**src/rtl/vcs_pkg.sv**
```systemverilog
package vcs_pkg;

    localparam int LEN_W   = 10;
    localparam int SCALE_W = 12;
    localparam int CNT_W   = LEN_W + 1;
    localparam int ACC_W   = SCALE_W + 1;
    localparam int UNITY   = 256;
    localparam int NREGS   = 8;

    typedef enum logic [2:0] {
        RA_CROP_HI  = 3'd0,
        RA_VDLY_LO  = 3'd1,
        RA_VACT_LO  = 3'd2,
        RA_HDLY_LO  = 3'd3,
        RA_HACT_LO  = 3'd4,
        RA_SCALE_HI = 3'd5,
        RA_VSCL_LO  = 3'd6,
        RA_HSCL_LO  = 3'd7
    } reg_addr_e;

    typedef struct packed {
        logic [LEN_W-1:0]   vdelay;
        logic [LEN_W-1:0]   vactive;
        logic [LEN_W-1:0]   hdelay;
        logic [LEN_W-1:0]   hactive;
        logic [SCALE_W-1:0] vscale;
        logic [SCALE_W-1:0] hscale;
    } win_cfg_t;

    typedef logic [NREGS-1:0][7:0] reg_bank_t;

    // Reset contents: 625-line timing, unity scale in both axes.
    function automatic logic [7:0] reset_byte(input int idx);
        case (idx)
            0:       return 8'h12;
            1:       return 8'h18;
            2:       return 8'h20;
            3:       return 8'h03;
            4:       return 8'hD0;
            5:       return 8'h11;
            default: return 8'h00;
        endcase
    endfunction

    function automatic win_cfg_t decode_bank(input reg_bank_t r);
        win_cfg_t c;
        c.vdelay  = {r[int'(RA_CROP_HI)][7:6], r[int'(RA_VDLY_LO)]};
        c.vactive = {r[int'(RA_CROP_HI)][5:4], r[int'(RA_VACT_LO)]};
        c.hdelay  = {r[int'(RA_CROP_HI)][3:2], r[int'(RA_HDLY_LO)]};
        c.hactive = {r[int'(RA_CROP_HI)][1:0], r[int'(RA_HACT_LO)]};
        c.vscale  = {r[int'(RA_SCALE_HI)][7:4], r[int'(RA_VSCL_LO)]};
        c.hscale  = {r[int'(RA_SCALE_HI)][3:0], r[int'(RA_HSCL_LO)]};
        return c;
    endfunction

    // Scales below unity cannot add pixels, so they act as unity.
    function automatic logic [ACC_W-1:0] eff_scale(input logic [SCALE_W-1:0] s);
        if (s < SCALE_W'(UNITY)) return ACC_W'(UNITY);
        return ACC_W'(s);
    endfunction

endpackage

```
**src/rtl/vcs_regs.sv**
```systemverilog
module vcs_regs
    import vcs_pkg::*;
(
    input  logic       clk,
    input  logic       rst,
    input  logic       wr_en,
    input  logic [2:0] wr_addr,
    input  logic [7:0] wr_data,
    input  logic       commit,
    output win_cfg_t   cfg
);

    reg_bank_t shadow;
    reg_bank_t reset_bank;

    genvar gi;
    generate
        for (gi = 0; gi < NREGS; gi++) begin : g_byte
            assign reset_bank[gi] = reset_byte(gi);
            always_ff @(posedge clk) begin
                if (rst)
                    shadow[gi] <= reset_byte(gi);
                else if (wr_en && (wr_addr == 3'(gi)))
                    shadow[gi] <= wr_data;
            end
        end
    endgenerate

    always_ff @(posedge clk) begin
        if (rst)
            cfg <= decode_bank(reset_bank);
        else if (commit)
            cfg <= decode_bank(shadow);
    end

    // working settings move only on a field boundary
    assert_cfg_hold_R9: assert property (@(posedge clk) disable iff (rst)
        !commit |=> $stable(cfg));

endmodule

```
**src/rtl/vcs_axis.sv**
```systemverilog
module vcs_axis
    import vcs_pkg::*;
(
    input  logic               clk,
    input  logic               rst,
    input  logic               restart,
    input  logic               step,
    input  logic [LEN_W-1:0]   delay,
    input  logic [LEN_W-1:0]   active,
    input  logic [SCALE_W-1:0] scale,
    output logic               keep
);

    logic [CNT_W-1:0] pos;
    logic [ACC_W-1:0] acc;
    logic [CNT_W-1:0] win_end;
    logic [ACC_W-1:0] eff;
    logic [ACC_W-1:0] sum;
    logic             in_win;
    logic             hit;

    always_comb begin
        win_end = CNT_W'(delay) + CNT_W'(active);
        in_win  = (pos >= CNT_W'(delay)) && (pos < win_end);
        eff     = eff_scale(scale);
        sum     = acc + ACC_W'(UNITY);
        hit     = in_win && (sum >= eff);
        keep    = step && !restart && hit;
    end

    always_ff @(posedge clk) begin
        if (rst || restart) begin
            pos <= '0;
            acc <= '0;
        end else if (step) begin
            if (pos != '1)
                pos <= pos + 1'b1;
            if (in_win)
                acc <= hit ? (sum - eff) : sum;
        end
    end

    // the residue left after each step stays below the scale
    assert_acc_below_scale_R4: assert property (@(posedge clk) disable iff (rst)
        acc < eff);

    // once past the window end nothing further is kept on this axis
    assert_no_keep_past_end_R5: assert property (@(posedge clk) disable iff (rst)
        (pos >= win_end) |-> !keep);

endmodule

```
**src/rtl/vid_crop_scale.sv**
```systemverilog
module vid_crop_scale
    import vcs_pkg::*;
#(
    parameter int PIX_W = 16
) (
    input  logic             clk,
    input  logic             rst,
    input  logic             pix_valid,
    input  logic [PIX_W-1:0] pix_data,
    input  logic             hsync,
    input  logic             vsync,
    input  logic             field_in,
    input  logic             cfg_wr,
    input  logic [2:0]       cfg_addr,
    input  logic [7:0]       cfg_data,
    output logic             out_valid,
    output logic [PIX_W-1:0] out_data,
    output logic             out_line_start,
    output logic             out_field_start,
    output logic             out_field
);

    win_cfg_t cfg;
    logic     v_keep;
    logic     h_keep;
    logic     line_on;
    logic     line_pend;
    logic     field_pend;
    logic     emit;

    vcs_regs u_regs (
        .clk     (clk),
        .rst     (rst),
        .wr_en   (cfg_wr),
        .wr_addr (cfg_addr),
        .wr_data (cfg_data),
        .commit  (vsync),
        .cfg     (cfg)
    );

    vcs_axis u_vert (
        .clk     (clk),
        .rst     (rst),
        .restart (vsync),
        .step    (hsync),
        .delay   (cfg.vdelay),
        .active  (cfg.vactive),
        .scale   (cfg.vscale),
        .keep    (v_keep)
    );

    vcs_axis u_horz (
        .clk     (clk),
        .rst     (rst),
        .restart (hsync | vsync),
        .step    (pix_valid),
        .delay   (cfg.hdelay),
        .active  (cfg.hactive),
        .scale   (cfg.hscale),
        .keep    (h_keep)
    );

    assign emit = h_keep && line_on;

    always_ff @(posedge clk) begin
        if (rst) begin
            line_on    <= 1'b0;
            line_pend  <= 1'b0;
            field_pend <= 1'b0;
        end else if (vsync) begin
            line_on    <= 1'b0;
            line_pend  <= 1'b0;
            field_pend <= 1'b1;
        end else if (hsync) begin
            line_on    <= v_keep;
            line_pend  <= 1'b1;
        end else if (emit) begin
            line_pend  <= 1'b0;
            field_pend <= 1'b0;
        end
    end

    always_ff @(posedge clk) begin
        if (rst) begin
            out_valid       <= 1'b0;
            out_data        <= '0;
            out_line_start  <= 1'b0;
            out_field_start <= 1'b0;
            out_field       <= 1'b0;
        end else begin
            out_valid       <= emit;
            out_line_start  <= emit && line_pend;
            out_field_start <= emit && field_pend;
            if (emit)
                out_data <= pix_data;
            if (vsync)
                out_field <= field_in;
        end
    end

    // every emitted pixel traces back to a plain pixel cycle
    assert_emit_from_pixel_R11: assert property (@(posedge clk) disable iff (rst)
        out_valid |-> $past(pix_valid && !hsync && !vsync));

    // line marker only rides on an emitted pixel
    assert_line_mark_valid_R10: assert property (@(posedge clk) disable iff (rst)
        out_line_start |-> out_valid);

    // first pixel of a field is also first of its line
    assert_field_mark_line_R10: assert property (@(posedge clk) disable iff (rst)
        out_field_start |-> out_line_start);

    // field identity changes only after a vsync
    assert_field_stable_R10: assert property (@(posedge clk) disable iff (rst)
        !$past(vsync) |-> $stable(out_field));

endmodule

```
**config.mk**
```make
export PLATFORM = sky130hd
export DESIGN_NAME = vid_crop_scale
export DESIGN_NICKNAME = d
export VERILOG_FILES = /design/src/rtl/vcs_pkg.sv /design/src/rtl/vcs_regs.sv /design/src/rtl/vcs_axis.sv /design/src/rtl/vid_crop_scale.sv
export SDC_FILE = /design/constraint.sdc
export NUM_CORES = 1
export LEC_CHECK = 0
export CAP_MARGIN = 10
export CORE_MARGIN = 8
export CORE_UTILIZATION = 45
export DETAILED_ROUTE_END_ITERATION = 7
export DONT_BUFFER_PORTS = 1
export PLACE_DENSITY = 0.58
export SETUP_SLACK_MARGIN = 0.4
export SYNTH_ARGS = -nofsm -noshare
export SYNTH_HDL_FRONTEND = slang
export SYNTH_SLANG_ARGS = --single-unit
```
**constraint.sdc**
```tcl
create_clock -name clk -period 6.39 [get_ports clk]
set_input_delay 0.639 -clock clk [delete_from_list [all_inputs] [get_ports clk]]
set_output_delay 0.639 -clock clk [all_outputs]
set_load 0.02 [all_outputs]
```
==> impl_metrics.py <==
metrics = {
    "outcome": {
        "status": "finished, final reports clean",
    },
    "sta": {
        "fin_setup_tns_ps": 0,
        "skew_ps": 14.0,
        "finalSetupViolations": 0,
        "rsz0062_at_grt": "false",
        "slew_viol_final": 0,
        "hold_violations": 0,
        "period_needed_ps": 4300,
        "fmax_ghz": 0.233,
        "timing.slew.headroom_pct": 23.6,
        "worst_pin_slew_ps": 1140,
        "post-route-period-util_pct": 67.3,
    },
    "layout": {
        "synthToLayoutAreaGrowth_pct": 7.29,
        "final-seq-area_um2": 3980,
        "drive_above_1_share_pct": 4.78,
        "multi_input_area_um2": 5960,
        "nFillCells": 2187,
        "mostFrequentLayoutCell": "dfxtp_1",
        "nNetsFinal": 1285,
        "diodes": 0,
        "layout_common_cells": "199 x dfxtp_1, 175 x nand2_1, 153 x nor2_1, 111 x mux2i_1, 93 x a21oi_1",
    },
    "cts": {
        "ctsResizeCount": 0,
        "clock-sinks": 199,
        "tritoncts": "built",
        "post_cts_buffers": 0,
        "clk_latency_ps": 440,
        "holdBufCountCts": 0,
        "cts_root_buffer": "clkbuf_16",
        "htreeDepth": 4,
        "cts_buffer_depth": 2,
        "cts_buffers": 17,
        "clkSlewWorstSetupHoldPaths_ps": 80,
    },
    "worst_setup_path": {
        "critPathLaunchType": "flop",
        "arrival_ps": 4600,
        "worst_ep_required_time_ps": 6690,
        "cp-end-kind": "flop",
        "critPathKind": "flop to flop",
        "crit_fanout": 12,
    },
    "floorplan": {
        "initial_core_util_pct": 45.7,
        "die_y_um": 167,
        "design.portCount": 54,
        "fp-row-count": 55,
        "core-area_um2": 22600,
        "die_x_um": 167,
        "dieArea_um2": 28000,
    },
    "synth": {
        "synth-main-ff-cell": "dfxtp_1",
        "async_flop_share_pct": 0,
        "yosys_register_bits": 199,
        "ys.warnings.count": 0,
        "syn_avg_cell_area_um2": 8.69,
        "syn_inst": 1187,
        "syn-num-nets": 1313,
        "synth_edf_count": 0,
        "ys_types": 62,
        "syn_area_um2": 10300,
        "seq_area_frac_synth_pct": 38.6,
    },
    "grt": {
        "antenna_found_initial": 0,
        "grt_max_degree": 126,
        "grt_pass1_vias": 7555,
        "grt_pass1_wl_mm": 38.1,
        "overflow": 0,
        "globalRouteTotalUtil_pct": 16.5,
    },
    "route": {
        "dr_total_vias": 7694,
        "wirelength_mm": 22.8,
        "m1WireLength_mm": 11.3,
        "drt_iter0_drc": 417,
        "wl_per_cell_um": 15.7,
        "route.met2.wl_mm": 10.0,
        "firstDrtPassIters": 4,
        "top_layer": "met4",
        "drcViolationCount": 0,
        "dr_wl_met3_mm": 1.23,
        "ant_nets": 0,
        "routed_via_density": 5.28,
    },
    "flow_run": {
        "max_cap_viol_count": 0,
    },
    "power_and_ir_drop": {
        "finalPower_mw": 2.47,
        "power.leakage_nw": 4.68,
        "vdd_drop_max_mv": 0.152,
        "powerDensity_nw_per_um2": 223,
    },
    "worst_hold_path": {
        "min_path_type": "input port to flop",
    },
    "place": {
        "dpl.hpwl_mm": 16.0,
        "port_buffers": 0,
        "place_congestion": 0.801,
    },
}
state kept, by name, summed over array words and instances (netlist names):
register	flops
u_vert.pos	11
out_field	1
u_vert.acc	13
out_data	16
out_line_start	1
out_field_start	1
u_regs.cfg	64
u_horz.acc	13
line_on	1
field_pend	1
out_valid	1
u_horz.pos	11
line_pend	1
u_regs.shadow	64
area by class of cell:
| class | count | share of cell area (%) |
|---|---|---|
| clock inverters | 15 | 1.54 |
| well taps | 285 | 3.22 |
| flip-flops and latches | 199 | 36.0 |
| multi-input cells | 896 | 53.9 |
| clock buffers | 17 | 3.84 |
| inverters | 45 | 1.53 |
power by group:
group	switching, mW	internal, mW
clock	0.557	0.532
combinational	0.0646	0.0516
sequential	0.0106	1.25
total	0.632	1.84
Yosys cell counts (19+ instances only):
library cell	number	share of area (%)
a21oi_1	93	4.5
inv_1	45	1.6
xor2_1	26	2.2
nand2_1	175	6.4
nor2_1	153	5.6
xnor2_1	30	2.5
dfxtp_1	199	39
mux2i_1	111	11
clkbuf_1	31	1.1
nand3_1	25	1.2
o21ai_0	23	1.1
ha_1	88	11
a21o_1	19	1.4
metal layers:
layer | vias up | global-route usage (%)
li1 | 4018 | -
met1 | 3552 | 21.3
met2 | 105 | 26.6
met3 | 19 | 4.44
met4 | 0 | 4.77
met5 | - | 0
through the flow:
step / worst slack [ps] / cell area, um^2 / cells / hold WS (ps) / utilization, %
2_1_floorplan: 2760 / 10300 / 1187 / 424 / -
3_3_place_gp: 2220 / 10500 / 1425 / 438 / 46.4
3_5_place_dp: 2090 / 10500 / 1425 / 443 / 46.4
4_1_cts: 2040 / 11100 / 1457 / 257 / 49.0
5_1_grt: 1650 / 11100 / 1457 / 257 / 49.0
6_report: 2090 / 11100 / 1457 / 282 / 49.0
cell families after synthesis:
group | after synthesis | share of synthesized area [%]
AO/OA/AOI/OAI | 198 | 12.2
XOR/XNOR | 56 | 4.76
adder cells (fa/ha/maj) | 92 | 11.5
buffers and inverters | 92 | 3.58
flip-flops | 199 | 38.6
multiplexers | 112 | 10.9
AND/OR/NAND/NOR | 438 | 18.5
final timing paths:
kind | slack (ps) | start | to | depth (start not counted)
max reg2reg | 2090 | u_regs.cfg[54] | u_vert.acc[5] | 18
max | 2090 | u_regs.cfg[54] | u_vert.acc[5] | 18
min | 280 | rst | out_field | 1
min reg2reg | 450 | u_regs.shadow[49] | u_regs.shadow[49] | 2
worst max-delay path, stage by stage, from the launching register on:
cell	delay, ps
dfxtp_1	330
ha_1	210
fa_1	410
a21oi_1	150
nor2_1	50
nor2_1	160
o21bai_1	90
a21oi_1	210
o21ai_0	190
a21o_1	210
a21oi_1	170
ha_1	280
nand2_1	90
nor2_1	50
a211oi_1	190
or3b_4	460
nor3_4	600
mux2i_1	260
nor2_1	60
Note: power is estimated with default switching activity, not from simulation.
